`config.mk`:
```
export PLATFORM = sky130hd
export DESIGN_NAME = dec_rti_divider
export DESIGN_NICKNAME = d
export VERILOG_FILES = /design/src/rtl/dec_rti_pkg.sv /design/src/rtl/dec_rti_cfg.sv /design/src/rtl/dec_rti_ctrl.sv /design/src/rtl/dec_rti_prescaler.sv /design/src/rtl/dec_rti_multiplier.sv /design/src/rtl/dec_rti_flag.sv /design/src/rtl/dec_rti_divider.sv
export SDC_FILE = /design/constraint.sdc
export NUM_CORES = 1
export LEC_CHECK = 0
export ABC_AREA = 1
export BUFFER_PORTS_ARGS = -buffer_cell sky130_fd_sc_hd__clkbuf_2
export CAP_MARGIN = 20
export CORE_MARGIN = 5
export CORE_UTILIZATION = 55
export DETAILED_ROUTE_END_ITERATION = 6
export PLACE_DENSITY_LB_ADDON = 0.3
export SLEW_MARGIN = 20
export SYNTH_ARGS = -nofsm -noshare
export SYNTH_HDL_FRONTEND = slang
export SYNTH_SLANG_ARGS = --single-unit
export TNS_END_PERCENT = 100
```
`constraint.sdc`:
```
create_clock -name clk -period 1.9 [get_ports clk]
set_clock_uncertainty 0.15 [all_clocks]
set_input_delay 0.38 -clock clk [delete_from_list [all_inputs] [get_ports clk]]
set_output_delay 0.38 -clock clk [all_outputs]
set_load 0.005 [all_outputs]
```
`src/rtl/dec_rti_pkg.sv`:
```
package dec_rti_pkg;

    localparam int SEL_W_DEF = 3;
    localparam int MUL_W_DEF = 4;
    localparam int PSC_W_DEF = 18;

    typedef enum logic {
        ST_IDLE = 1'b0,
        ST_RUN  = 1'b1
    } rti_state_e;

    // terminal count (base minus one) of the prescaler for a base select code
    function automatic logic [31:0] psc_terminal(input logic [2:0] sel);
        logic [31:0] base;
        unique case (sel)
            3'd0: base = 32'd1000;
            3'd1: base = 32'd2000;
            3'd2: base = 32'd5000;
            3'd3: base = 32'd10000;
            3'd4: base = 32'd20000;
            3'd5: base = 32'd50000;
            3'd6: base = 32'd100000;
            default: base = 32'd200000;
        endcase
        return base - 32'd1;
    endfunction

endpackage

```
`src/rtl/dec_rti_cfg.sv`:
```
module dec_rti_cfg
    import dec_rti_pkg::*;
#(
    parameter int SEL_W = SEL_W_DEF,
    parameter int MUL_W = MUL_W_DEF,
    parameter int PSC_W = PSC_W_DEF
) (
    input  logic                   clk,
    input  logic                   rst_n,
    input  logic                   we_i,
    input  logic [SEL_W+MUL_W-1:0] rate_i,
    input  logic                   dec_i,
    input  logic                   en_i,
    output logic [PSC_W-1:0]       psc_term_o,
    output logic [MUL_W-1:0]       mul_term_o,
    output logic                   en_o
);

    localparam int RATE_W = SEL_W + MUL_W;

    logic [SEL_W-1:0] sel_w;
    logic [31:0]      term_w;
    logic             dec_unused;

    assign sel_w      = rate_i[RATE_W-1:MUL_W];
    assign term_w     = psc_terminal(3'(sel_w));
    assign dec_unused = dec_i;

    always_ff @(posedge clk or negedge rst_n) begin
        if (!rst_n) begin
            psc_term_o <= PSC_W'(psc_terminal(3'd0));
            mul_term_o <= '0;
            en_o       <= 1'b0;
        end else if (we_i) begin
            psc_term_o <= PSC_W'(term_w);
            mul_term_o <= rate_i[MUL_W-1:0];
            en_o       <= en_i;
        end
    end

endmodule

```
`src/rtl/dec_rti_ctrl.sv`:
```
module dec_rti_ctrl
    import dec_rti_pkg::*;
(
    input  logic clk,
    input  logic rst_n,
    input  logic we_i,
    input  logic dec_i,
    output logic run_o,
    output logic restart_o
);

    rti_state_e state_q;
    rti_state_e state_d;

    always_ff @(posedge clk or negedge rst_n) begin
        if (!rst_n) state_q <= ST_IDLE;
        else        state_q <= state_d;
    end

    always_comb begin
        state_d = state_q;
        unique case (state_q)
            ST_IDLE: if (we_i && dec_i)  state_d = ST_RUN;   // START
            ST_RUN:  if (we_i && !dec_i) state_d = ST_IDLE;  // STOP
            default: state_d = ST_IDLE;
        endcase
    end

    always_comb begin
        run_o     = (state_q == ST_RUN);
        restart_o = we_i;
    end


    reset_idle_chk: assert property (@(posedge clk) $rose(rst_n) |-> state_q == ST_IDLE);


    stop_chk: assert property (@(posedge clk) disable iff (!rst_n)
        (we_i && !dec_i) |=> !run_o);

endmodule

```
`src/rtl/dec_rti_prescaler.sv`:
```
module dec_rti_prescaler #(
    parameter int PSC_W = 18
) (
    input  logic             clk,
    input  logic             rst_n,
    input  logic             run_i,
    input  logic             restart_i,
    input  logic [PSC_W-1:0] term_i,
    output logic             tick_o
);

    logic [PSC_W-1:0] cnt_q;
    logic             at_term;

    assign at_term = (cnt_q == term_i);
    assign tick_o  = run_i && !restart_i && at_term;

    always_ff @(posedge clk or negedge rst_n) begin
        if (!rst_n)                 cnt_q <= '0;
        else if (restart_i || !run_i) cnt_q <= '0;
        else if (at_term)           cnt_q <= '0;
        else                        cnt_q <= cnt_q + 1'b1;
    end


    psc_range_chk: assert property (@(posedge clk) disable iff (!rst_n) cnt_q <= term_i);


    psc_restart_chk: assert property (@(posedge clk) disable iff (!rst_n)
        restart_i |=> cnt_q == '0);

endmodule

```
`src/rtl/dec_rti_multiplier.sv`:
```
module dec_rti_multiplier #(
    parameter int MUL_W = 4
) (
    input  logic             clk,
    input  logic             rst_n,
    input  logic             run_i,
    input  logic             restart_i,
    input  logic             tick_i,
    input  logic [MUL_W-1:0] term_i,
    output logic             wrap_o
);

    logic [MUL_W-1:0] cnt_q;

    assign wrap_o = tick_i && (cnt_q == term_i);

    always_ff @(posedge clk or negedge rst_n) begin
        if (!rst_n)                   cnt_q <= '0;
        else if (restart_i || !run_i) cnt_q <= '0;
        else if (wrap_o)              cnt_q <= '0;
        else if (tick_i)              cnt_q <= cnt_q + 1'b1;
    end


    mul_range_chk: assert property (@(posedge clk) disable iff (!rst_n) cnt_q <= term_i);


    mul_hold_chk: assert property (@(posedge clk) disable iff (!rst_n)
        (run_i && !restart_i && !tick_i) |=> $stable(cnt_q));


    mul_restart_chk: assert property (@(posedge clk) disable iff (!rst_n)
        restart_i |=> cnt_q == '0);

endmodule

```
`src/rtl/dec_rti_flag.sv`:
```
module dec_rti_flag (
    input  logic clk,
    input  logic rst_n,
    input  logic set_i,
    input  logic clr_i,
    output logic flag_o
);

    always_ff @(posedge clk or negedge rst_n) begin
        if (!rst_n)     flag_o <= 1'b0;
        else if (set_i) flag_o <= 1'b1;
        else if (clr_i) flag_o <= 1'b0;
    end


    set_wins_chk: assert property (@(posedge clk) disable iff (!rst_n)
        (set_i && clr_i) |=> flag_o);


    clear_chk: assert property (@(posedge clk) disable iff (!rst_n)
        (clr_i && !set_i) |=> !flag_o);


    sticky_chk: assert property (@(posedge clk) disable iff (!rst_n)
        (flag_o && !clr_i) |=> flag_o);

endmodule

```
`src/rtl/dec_rti_divider.sv`:
```
module dec_rti_divider
    import dec_rti_pkg::*;
#(
    parameter int SEL_W = SEL_W_DEF,
    parameter int MUL_W = MUL_W_DEF,
    parameter int PSC_W = PSC_W_DEF
) (
    input  logic                   clk,
    input  logic                   rst_n,
    input  logic                   cfg_we,
    input  logic [SEL_W+MUL_W-1:0] cfg_rate,
    input  logic                   cfg_dec_mode,
    input  logic                   cfg_irq_en,
    input  logic                   flag_clr,
    output logic                   rti_flag,
    output logic                   rti_irq
);

    logic [PSC_W-1:0] psc_term;
    logic [MUL_W-1:0] mul_term;
    logic             en_q;
    logic             run;
    logic             restart;
    logic             tick;
    logic             wrap;

    dec_rti_cfg #(.SEL_W(SEL_W), .MUL_W(MUL_W), .PSC_W(PSC_W)) cfg_i (
        .clk(clk), .rst_n(rst_n), .we_i(cfg_we), .rate_i(cfg_rate),
        .dec_i(cfg_dec_mode), .en_i(cfg_irq_en),
        .psc_term_o(psc_term), .mul_term_o(mul_term), .en_o(en_q)
    );

    dec_rti_ctrl ctrl_i (
        .clk(clk), .rst_n(rst_n), .we_i(cfg_we), .dec_i(cfg_dec_mode),
        .run_o(run), .restart_o(restart)
    );

    dec_rti_prescaler #(.PSC_W(PSC_W)) psc_i (
        .clk(clk), .rst_n(rst_n), .run_i(run), .restart_i(restart),
        .term_i(psc_term), .tick_o(tick)
    );

    dec_rti_multiplier #(.MUL_W(MUL_W)) mul_i (
        .clk(clk), .rst_n(rst_n), .run_i(run), .restart_i(restart),
        .tick_i(tick), .term_i(mul_term), .wrap_o(wrap)
    );

    dec_rti_flag flag_i (
        .clk(clk), .rst_n(rst_n), .set_i(wrap), .clr_i(flag_clr), .flag_o(rti_flag)
    );

    assign rti_irq = rti_flag & en_q;


    idle_no_set_chk: assert property (@(posedge clk) disable iff (!rst_n)
        (!run && !rti_flag) |=> !rti_flag);


    irq_mask_chk: assert property (@(posedge clk) disable iff (!rst_n)
        (cfg_we && !cfg_irq_en) |=> !rti_irq);


    write_keeps_flag_chk: assert property (@(posedge clk) disable iff (!rst_n)
        (cfg_we && rti_flag && !flag_clr) |=> rti_flag);

endmodule

```
# ---- Word level (Yosys, flattened, before mapping)
# Cells that the tools add are included.
dict set report classes {
  n_bitwise 2
  muxes 11
  eq_ne 8
  n_reduce_logical 12
  add_sub_neg 3
}
# op n
set ops {}
lappend ops {{one-hot mux 18 bit (7 select lines)} 1}
lappend ops {{2-to-1 mux 18 bit} 2}
lappend ops {{adder 18 x 1 -> 18 bit (second input constant)} 1}
lappend ops {{equality test 18 bit} 1}
lappend ops {{subtractor 18 x 1 -> 18 bit (second input constant)} 1}
lappend ops {{2-to-1 mux 4 bit} 3}
lappend ops {{equality test 3 bit (second input constant)} 3}
lappend ops {{equality test 3 x 2 -> 1 bit (second input constant)} 2}
lappend ops {{logical AND 1 bit} 5}
lappend ops {{adder 4 x 1 -> 4 bit (second input constant)} 1}
lappend ops {{equality test 4 bit} 1}
lappend ops {{2-to-1 mux 1 bit} 4}
lappend ops {{equality test 3 x 1 -> 1 bit (second input constant)} 1}
lappend ops {{zero test 1 bit} 3}
lappend ops {{zero test 3 bit} 1}
lappend ops {{nonzero test 3 bit} 1}
lappend ops {{one-hot mux 1 bit (2 select lines)} 1}
lappend ops {{nonzero test 2 bit} 1}
lappend ops {{bitwise AND 1 bit} 1}
lappend ops {{logical OR 1 bit} 1}
lappend ops {{NOT 1 bit} 1}
dict set report word_totals {
  input_bits 13
  regBits 47
  word_cells 43
  out_inout_bits 2
}

# ---- Longest topological paths before layout
# Gate-level depths: netlist of the first run.
dict set report logic_depth {
  depth_word 6
  ltp_mapped 11
  depth_no_buf 11
}

# ---- By module
# From an unflattened synthesis of the first run, not the netlist that was laid out.
dict set report hier_totals {
  cells_unflattened 399
  hier_area_um2 2733.9
}
# mod area_each_um2 seq_area_each_um2 instances cells_each
set modules_own_cells {}
lappend modules_own_cells {dec_rti_prescaler 1373.8 450.4 1 223}
lappend modules_own_cells {dec_rti_cfg 959.7 506.7 1 113}
lappend modules_own_cells {dec_rti_multiplier 305.3 100.1 1 50}
lappend modules_own_cells {dec_rti_ctrl 47.5 25.0 1 6}
lappend modules_own_cells {dec_rti_flag 40.0 25.0 1 5}
lappend modules_own_cells {dec_rti_divider 7.5 0.0 1 2}

# ---- Worst setup path before layout of the first run
# No wires, ideal clock.
dict set report synth_path {
  kind {reg2reg}
  from {register psc_i.cnt_q[0]}
  to {register psc_i.cnt_q[8]}
  n_path_buf 1
  path_stages_with_launch 12
  setup_ns 0.118
  slack_ns 0.272
  synth_period_minus_slack_ns 1.628
  t_arrival_ns 1.360
  required_time_ns 1.632
  cell_sequence {dfrtp_1 -> ha_1 -> nand2_2 -> inv_1 -> nand2_1 -> nor2_1 -> nand2_1 -> nor2_2 -> nand2_4 -> nand2_4 -> buf_12 -> nor2_1}
}
dict set report synth_between {
  elab_chain_cells 3
  word_cells_on_any_way 4
  cone_classes {1 x add/sub; 1 x eq/ne; 2 x mux}
}
# item line_no
set synth_lines {}
lappend synth_lines {{start, declared} dec_rti_prescaler.sv:12} ;# logic [PSC_W-1:0] cnt_q;
lappend synth_lines {{start signal, assigned} dec_rti_prescaler.sv:22} ;# else cnt_q <= cnt_q + 1'b1;
lappend synth_lines {{adder 18 x 1 -> 18 bit or equality test 18 bit (tied branches)} {dec_rti_prescaler.sv:22, dec_rti_prescaler.sv:15}}
lappend synth_lines {{2-to-1 mux 18 bit *} dec_rti_prescaler.sv:21} ;# else if (at_term) cnt_q <= '0;
lappend synth_lines {{2-to-1 mux 18 bit *} dec_rti_prescaler.sv:20} ;# else if (restart_i || !run_i) cnt_q <= '0;
# Mark *: on every way between the ends. The rest lies on a longest branch, timed or not.
# A chain may end at the register's enable or synchronous reset.

# ---- Worst setup path after layout of the first run
dict set report layout_path {
  from {register psc_i.cnt_q[0]}
  to {register mul_i.cnt_q[2]}
}
dict set report layout_between {
  elab_chain_cells 5
  word_cells_on_any_way 6
  cone_classes {1 x eq/ne; 2 x mux; 3 x reduce/logical}
}
# item line_no
set layout_lines {}
lappend layout_lines {{equality test 18 bit *} dec_rti_prescaler.sv:15} ;# assign at_term = (cnt_q == term_i);
lappend layout_lines {{logical AND 1 bit *} dec_rti_prescaler.sv:16} ;# assign tick_o = run_i && !restart_i && at_term;
lappend layout_lines {{logical AND 1 bit} dec_rti_multiplier.sv:15} ;# assign wrap_o = tick_i && (cnt_q == term_i);
lappend layout_lines {{2-to-1 mux 4 bit} dec_rti_multiplier.sv:20} ;# else if (wrap_o) cnt_q <= '0;
lappend layout_lines {{2-to-1 mux 4 bit} dec_rti_multiplier.sv:19} ;# else if (restart_i || !run_i) cnt_q <= '0;
lappend layout_lines {{end signal, assigned} dec_rti_multiplier.sv:21} ;# else if (tick_i) cnt_q <= cnt_q + 1'b1;
lappend layout_lines {{end, declared} dec_rti_multiplier.sv:13} ;# logic [MUL_W-1:0] cnt_q;
# Marked as above.

==> reports/results.md, run 1 <==
### CTS
• CTS buffer count: 5
• clock root buffer master: clkbuf_8
• clock slew seen by the registers of the worst setup and hold paths: 80 ps
• CTS tree: yes
• Sink Count: 44
• Setup Fix Bufs, Post-CTS: 0
• CTS H-tree depth: 2
• Clock Path Buffers: 2
• clock latency at the later pin of the worst-skew pair: 300 ps

### Timing
• final-report max-slew violation count: 0
• setup repair after global routing missed its margin: false
• worst slew slack as a fraction of its limit: 70.5%
• Least-Margin Pin Slew: 442 ps
• Final Hold Violating Endpoints: 0
• minimum hold slack: 109 ps
• Setup violations, final: 0
• Fmax achieved: 0.583 GHz
• min Tclk post-route: 1720 ps
• setup total negative slack: 0 ps
• portion of the clock cycle consumed by the worst path in the final layout: 90.3%

### Synthesis
• Async SR Flop Fraction: 100%
• count of warnings emitted by yosys: 0
• synthesized cell area: 2390 um2
• Cell variety after synth: 28
• synthesized area per cell: 7.69 um2
• synthesis-stage register bit count: 44
• Synth Net Count: 327
• dominant synthesized flop cell: dfrtp_1
• sequential element share of the synthesized area: 46.3%
• count of mapped cells out of synthesis: 311
• number of enable flip-flop cells after synthesis: 0

### Drt
• average wire per standard cell: 12.3 um
• via/cell ratio: 5.03
• overall routed net length: 4.74 mm
• total number of vias: 1,937
• DRC violation count after routing: 0
• first-iteration detailed-routing DRC count: 148
• ANT nets after route: 0
• Pre-antenna DRT Iters: 4

### Critical path
• data required time at the worst endpoint: 2000 ps
• buffering stage count on the worst path with inverters included: 1
• category of cells accounting for the largest share of critical-path delay: simple AND/OR/NAND/NOR gates
• Worst path slowest cell: dfrtp_1
• sort of element at the end of the critical path: flop
• most common cell type on the critical path: nand2_1
• type of origin of the critical path: flop
• Worst Setup Path Type: reg2reg
• data arrival time of the critical path: 1810 ps
• maximum fanout along the worst path: 10
• CP cell instances: ha_1, nand2_2, inv_1, nand2_1, nor2_1, nand2_1, nor2_4, nand2_4, nor2_4, nand3_1, nand2_1
• maximum cell stage delay along the critical path: 380 ps

### Floorplan
• area of the core: 4290 um2
• full die area: 5770 um2
• row count: 24
• die width: 75.9 um
• effective utilization at floorplan: 55.7%
• total I/O pin count: 15
• vertical extent of the die: 75.9 um

### Global routing
• global-route total usage across every layer: 17.4%
• Overflow after GRT: 0
• number of antenna violations at the first check in global routing: 0
• met1 track demand over resource: 25.9%
• grt met2 use: 24.4%
• met3 global-route usage: 4.27%
• largest net degree at the start of global routing: 29
• number of global-route vias before repair: 1,762
• grt peak-use layer: met1
• wire length of the first global-routing pass: 8.17 mm

### Final layout
• antenna cells: 0
• Nets: 348
• post-synthesis to final-layout area growth: 10.8%
• highest-count cells in the layout ignoring fill and taps: nand2_1 (99), inv_1 (41), dfrtp_1 (39)
• post-route core utilization: 61.7%
• leading cell type in the layout, fill and taps excluded: nand2_1
• Design Area, Final: 2650 um2
• fraction of final layout cells with drive strength greater than 1: 15.9%

### Place
• Post-DP Area: 2530 um2
• I/O Buffers: 14
• weighted congestion at the end of routability-driven global placement: 0.868
• DP Wirelength: 3.72 mm

### Power
• Combinational Power Share: 11.2%
• Seq pwr share: 55.8%
• Pleak: 1.31 nW
• internal power consumption: 1.35 mW
• NetSw: 0.463 mW
• maximum VDD drop: 0.000502 V
• switching part of the total: 25.5%
• power share of the clock group: 33.0%
• post-route total power: 1.82 mW
• total power per unit cell area: 686 nW/um2

### Hold path
• worst hold path class: in2reg

### Run status
• status: finished clean

### Job
• number of violations of the max-capacitance limit: 0

cell families after synthesis:
logic type	after synthesis	share of synthesized area (%)
flops	44	46.3
fa+ha+maj	3	1.57
xor+xnor	13	4.76
compound gates	26	6.02
buf+inv	51	9.26
simple gates	174	32.1
cells in the mapped netlist, drive strengths merged, types with 3 or more instances:
cell	n	area (um2)
nor2	40	188
o22ai	5	31.3
o21ai	11	55.1
inv	45	169
nor3	9	60.1
a21oi	7	35.0
nand2	102	400
xnor2	3	26.3
ha	3	37.5
nand3	20	100
clkbuf	4	15.0
dfrtp	39	976
dfstp	5	131
xor2	10	87.6
final timing paths:
path	startpoint	end	slack, ps	cells past startpoint
worst max-delay path	psc_i.cnt_q[0]	mul_i.cnt_q[2]	180	11
worst min-delay path	flag_clr	flag_i.flag_o	110	2
worst max register to register	psc_i.cnt_q[0]	mul_i.cnt_q[2]	180	11
worst min register to register	psc_i.cnt_q[0]	psc_i.cnt_q[0]	320	1
max in group asynchronous	rst_n	cfg_i.psc_term_o[8]	640	3
min in group asynchronous	rst_n	psc_i.cnt_q[7]	400	2
per-layer routing:
layer,routed length [um],up-vias
met2,2030,53
met4,115,0
met5,0,-
met3,274,12
met1,2310,868
li1,-,1004
flip-flops by register name (all words and copies together), names as in the netlist, named ones only:
signal / cells
cfg_i.psc_term_o: 15
psc_i.cnt_q: 18
cfg_i.mul_term_o: 4
mul_i.cnt_q: 4
flag_i.flag_o: 1
cfg_i.en_o: 1
power by group through the flow:
stage          combinational, mW  clock (mW)  sequential, mW
2_1_floorplan              0.139           0            1.02
3_5_place_dp               0.204           0            1.03
4_1_cts                    0.206       0.617            1.01
5_1_grt                    0.238       0.662            1.02
6_report                   0.204       0.599            1.01
3_3_place_gp               0.199           0            1.03
cell type report:
| cell class | count | area (um2) |
|---|---|---|
| well taps | 52 | 65.1 |
| inverters | 46 | 186 |
| flip-flops and latches | 44 | 1110 |
| multi-input cells | 216 | 1080 |
| fillers | 397 | 1640 |
| repair buffers | 19 | 123 |
| clock inverters | 2 | 10.0 |
| clock buffers | 6 | 82.6 |
timing repair:
item                                    4_1_cts  5_1_grt
hold endpoints to repair                     13        0
resized for setup                             0        2
endpoints found under the setup margin        0        7
hold buffers                                  1        0
through the flow:
step / std cells / worst slack, ps
2_1_floorplan: 311 / 272
4_1_cts: 385 / 121
6_report: 385 / 184
3_5_place_dp: 376 / 129
5_1_grt: 385 / 5.47
3_3_place_gp: 376 / 204
Power figures use the tool's default switching activity.
==> inputs of run 2 (changes only) <==
- ABC_AREA: 1 -> not set
- ABC_CLOCK_PERIOD_IN_PS: not set -> 1900
==> run 2 against run 1 <==
Maximum frequency shrank 15%. Clock power grew 3%. Critical path type unchanged. Worst setup slack lost 310 ps. Highest routed layer unchanged. Worst hold slack lost 110 ps. The run now ends with negative hold slack, negative setup slack left. Largest power group unchanged.
==> reports/results.md, run 2 <==
### Final layout
• highest-count cells in the layout ignoring fill and taps: dfrtp_1 (39), nor2_1 (28), xor2_1 (23)
• largest registers ranked by flip-flop count: psc_i.cnt_q (18), cfg_i.psc_term_o (15)
• number of fillers in the final layout: 294
• count of placed standard cells in the final layout, fillers left out: 304
• Design Area, Final: 2630 um2
• post-route core utilization: 70.9%
• fraction of final layout cells with drive strength greater than 1: 28.1%
• flip-flop count of the largest register after layout: 18
• post-synthesis to final-layout area growth: 22.2%
• most flop-heavy register: psc_i.cnt_q
• Nets: 271
• leading cell type in the layout, fill and taps excluded: dfrtp_1
• antenna cells: 0

### Floorplan
• row count: 22
• area of the core: 3720 um2
• full die area: 5270 um2
• total I/O pin count: 15
• effective utilization at floorplan: 58.0%
• die width: 72.6 um
• vertical extent of the die: 72.6 um

### Global routing
• largest net degree at the start of global routing: 45
• number of antenna violations at the first check in global routing: 0
• wire length of the first global-routing pass: 6.94 mm
• number of global-route vias before repair: 1,531
• global-route total usage across every layer: 17.2%
• Overflow after GRT: 0

### Synthesis
• number of enable flip-flop cells after synthesis: 0
• post-synth top area cell: dfrtp_1
• top post-synthesis cells by area: dfrtp_1 (45%), xor2_1 (9.3%), dfstp_2 (6.1%)
• synthesis-stage register bit count: 44
• count of warnings emitted by yosys: 0
• sequential element share of the synthesized area: 51.4%
• most instantiated library cell after synthesis: dfrtp_1
• share of the synthesized area in the top cell type: 45.3%
• Synth Net Count: 231
• Cell variety after synth: 31
• count of mapped cells out of synthesis: 215
• synthesized area per cell: 10.0 um2
• dominant synthesized flop cell: dfrtp_1
• commonest cells in the netlist: dfrtp_1 (39), nor2_1 (30), xor2_1 (23)
• synthesized cell area: 2160 um2
• Async SR Flop Fraction: 100%

### Place
• weighted congestion at the end of routability-driven global placement: 0.790
• DP Wirelength: 2.83 mm
• Post-DP Area: 2440 um2
• DP Worst Slack: -115 ps
• I/O Buffers: 14
• Placed Instances: 292

### Run status
• status: complete, but fails checks
• violated checks: negative hold slack, negative setup slack

### Timing
• Least-Margin Pin Slew: 535 ps
• final-report max-slew violation count: 0
• min Tclk post-route: 2030 ps
• post-route worst setup slack: -126 ps
• Fmax achieved: 0.493 GHz
• portion of the clock cycle consumed by the worst path in the final layout: 107%
• setup total negative slack: -514 ps
• setup repair after global routing missed its margin: true
• Setup violations, final: 19
• worst slew slack as a fraction of its limit: 64.3%
• Final Hold Violating Endpoints: 13
• minimum hold slack: -4.81 ps

### Critical path
• maximum fanout along the worst path: 4
• type of origin of the critical path: flop
• CP cell instances: xor2_1, nor4_1, nand4_1, buf_6, buf_4, o21ai_0, a21oi_2
• Worst Setup Path Type: reg2reg
• beginning of the critical path: cfg_i.psc_term_o[13]
• data arrival time of the critical path: 2060 ps
• register-to-register path setup slack: -130 ps
• sort of element at the end of the critical path: flop
• r2r worst-path depth: 7
• data required time at the worst endpoint: 1940 ps
• Worst path slowest cell: dfrtp_1
• worst reg2reg startpoint: cfg_i.psc_term_o[13]
• maximum cell stage delay along the critical path: 420 ps
• FF-to-FF End: mul_i.cnt_q[2]

### Power
• maximum VDD drop: 0.000599 V
• power share of the clock group: 33.7%
• Combinational Power Share: 10.4%
• Pleak: 1.18 nW
• NetSw: 0.456 mW
• post-route total power: 1.83 mW
• total power per unit cell area: 694 nW/um2
• switching part of the total: 24.9%
• Seq pwr share: 55.9%
• internal power consumption: 1.37 mW

### Drt
• ANT nets after route: 0
• overall routed net length: 4.19 mm
• via/cell ratio: 5.17
• Pre-antenna DRT Iters: 4
• DRC violation count after routing: 0
• average wire per standard cell: 13.8 um
• first-iteration detailed-routing DRC count: 112
• total number of vias: 1,572

### CTS
• CTS buffer count: 5
• CTS H-tree depth: 2
• clock root buffer master: clkbuf_8
• Sink Count: 44
• CTS tree: yes
• clock slew seen by the registers of the worst setup and hold paths: 90 ps
• clock latency at the later pin of the worst-skew pair: 300 ps
• Clock Path Buffers: 2

### Job
• number of violations of the max-capacitance limit: 0

### Hold path
• worst hold path class: in2async

[run 2: cell families after synthesis]
family / count (synthesis) / share of synthesized area, %
xor+xnor: 36 / 14.6
compound gates: 21 / 5.17
fa+ha+maj: 3 / 1.74
simple gates: 81 / 18.0
buf+inv: 19 / 3.42
mux: 11 / 5.69
flops: 44 / 51.4
[run 2: what timing repair did]
item                                    in CTS  in global routing
hold buffers                                 0                  0
buffers inserted                             2                  1
endpoints found under the setup margin       5                 22
hold endpoints to repair                     0                  0
gates resized for setup                      4                  8
pin swaps                                    9                  3
gates cloned                                 0                  1
[run 2: layer usage]
layer | GRT usage [%] | up-vias | routed length [um]
met1 | 24.2 | 737 | 2040
met5 | 0 | - | 0
li1 | - | 796 | -
met2 | 25.1 | 32 | 1910
met4 | 7.99 | 0 | 72
met3 | 4.27 | 7 | 163
[run 2: worst max-delay path by stage]
stage / endpoint / slack (ps) / depth (start not counted)
finish: mul_i.cnt_q[2] / -130 / 7
global route: mul_i.cnt_q[2] / -200 / 7
CTS: mul_i.cnt_q[2] / -50 / 5
detailed placement: mul_i.cnt_q[2] / -110 / 5
global placement: mul_i.cnt_q[1] / -60 / 6
floorplan: mul_i.cnt_q[2] / -60 / 6
[run 2: worst max-delay path: cells and delay by family, from the launching register on]
kind	cells	cell delay, ps
AO/OA/AOI/OAI	2	340
buffers and inverters	2	330
flip-flops	1	420
XOR/XNOR	1	160
AND/OR/NAND/NOR	2	510
[run 2: layout make-up]
cell class / count / area [um2] / area share [%]
repair buffers: 40 / 303 / 11.5
multi-input cells: 152 / 1020 / 38.8
well taps: 48 / 60.1 / 2.28
clock inverters: 2 / 15.0 / 0.570
clock buffers: 6 / 82.6 / 3.14
inverters: 12 / 45.0 / 1.71
flip-flops and latches: 44 / 1110 / 42.0
[run 2: power groups by stage]
stage | Sequential [mW] | Clock (mW) | Combinational [mW]
final | 1.02 | 0.616 | 0.190
after global routing | 1.03 | 0.666 | 0.216
after CTS | 1.02 | 0.633 | 0.179
after detailed placement | 1.04 | 0 | 0.175
after global placement | 1.04 | 0 | 0.172
after floorplan | 1.03 | 0 | 0.110
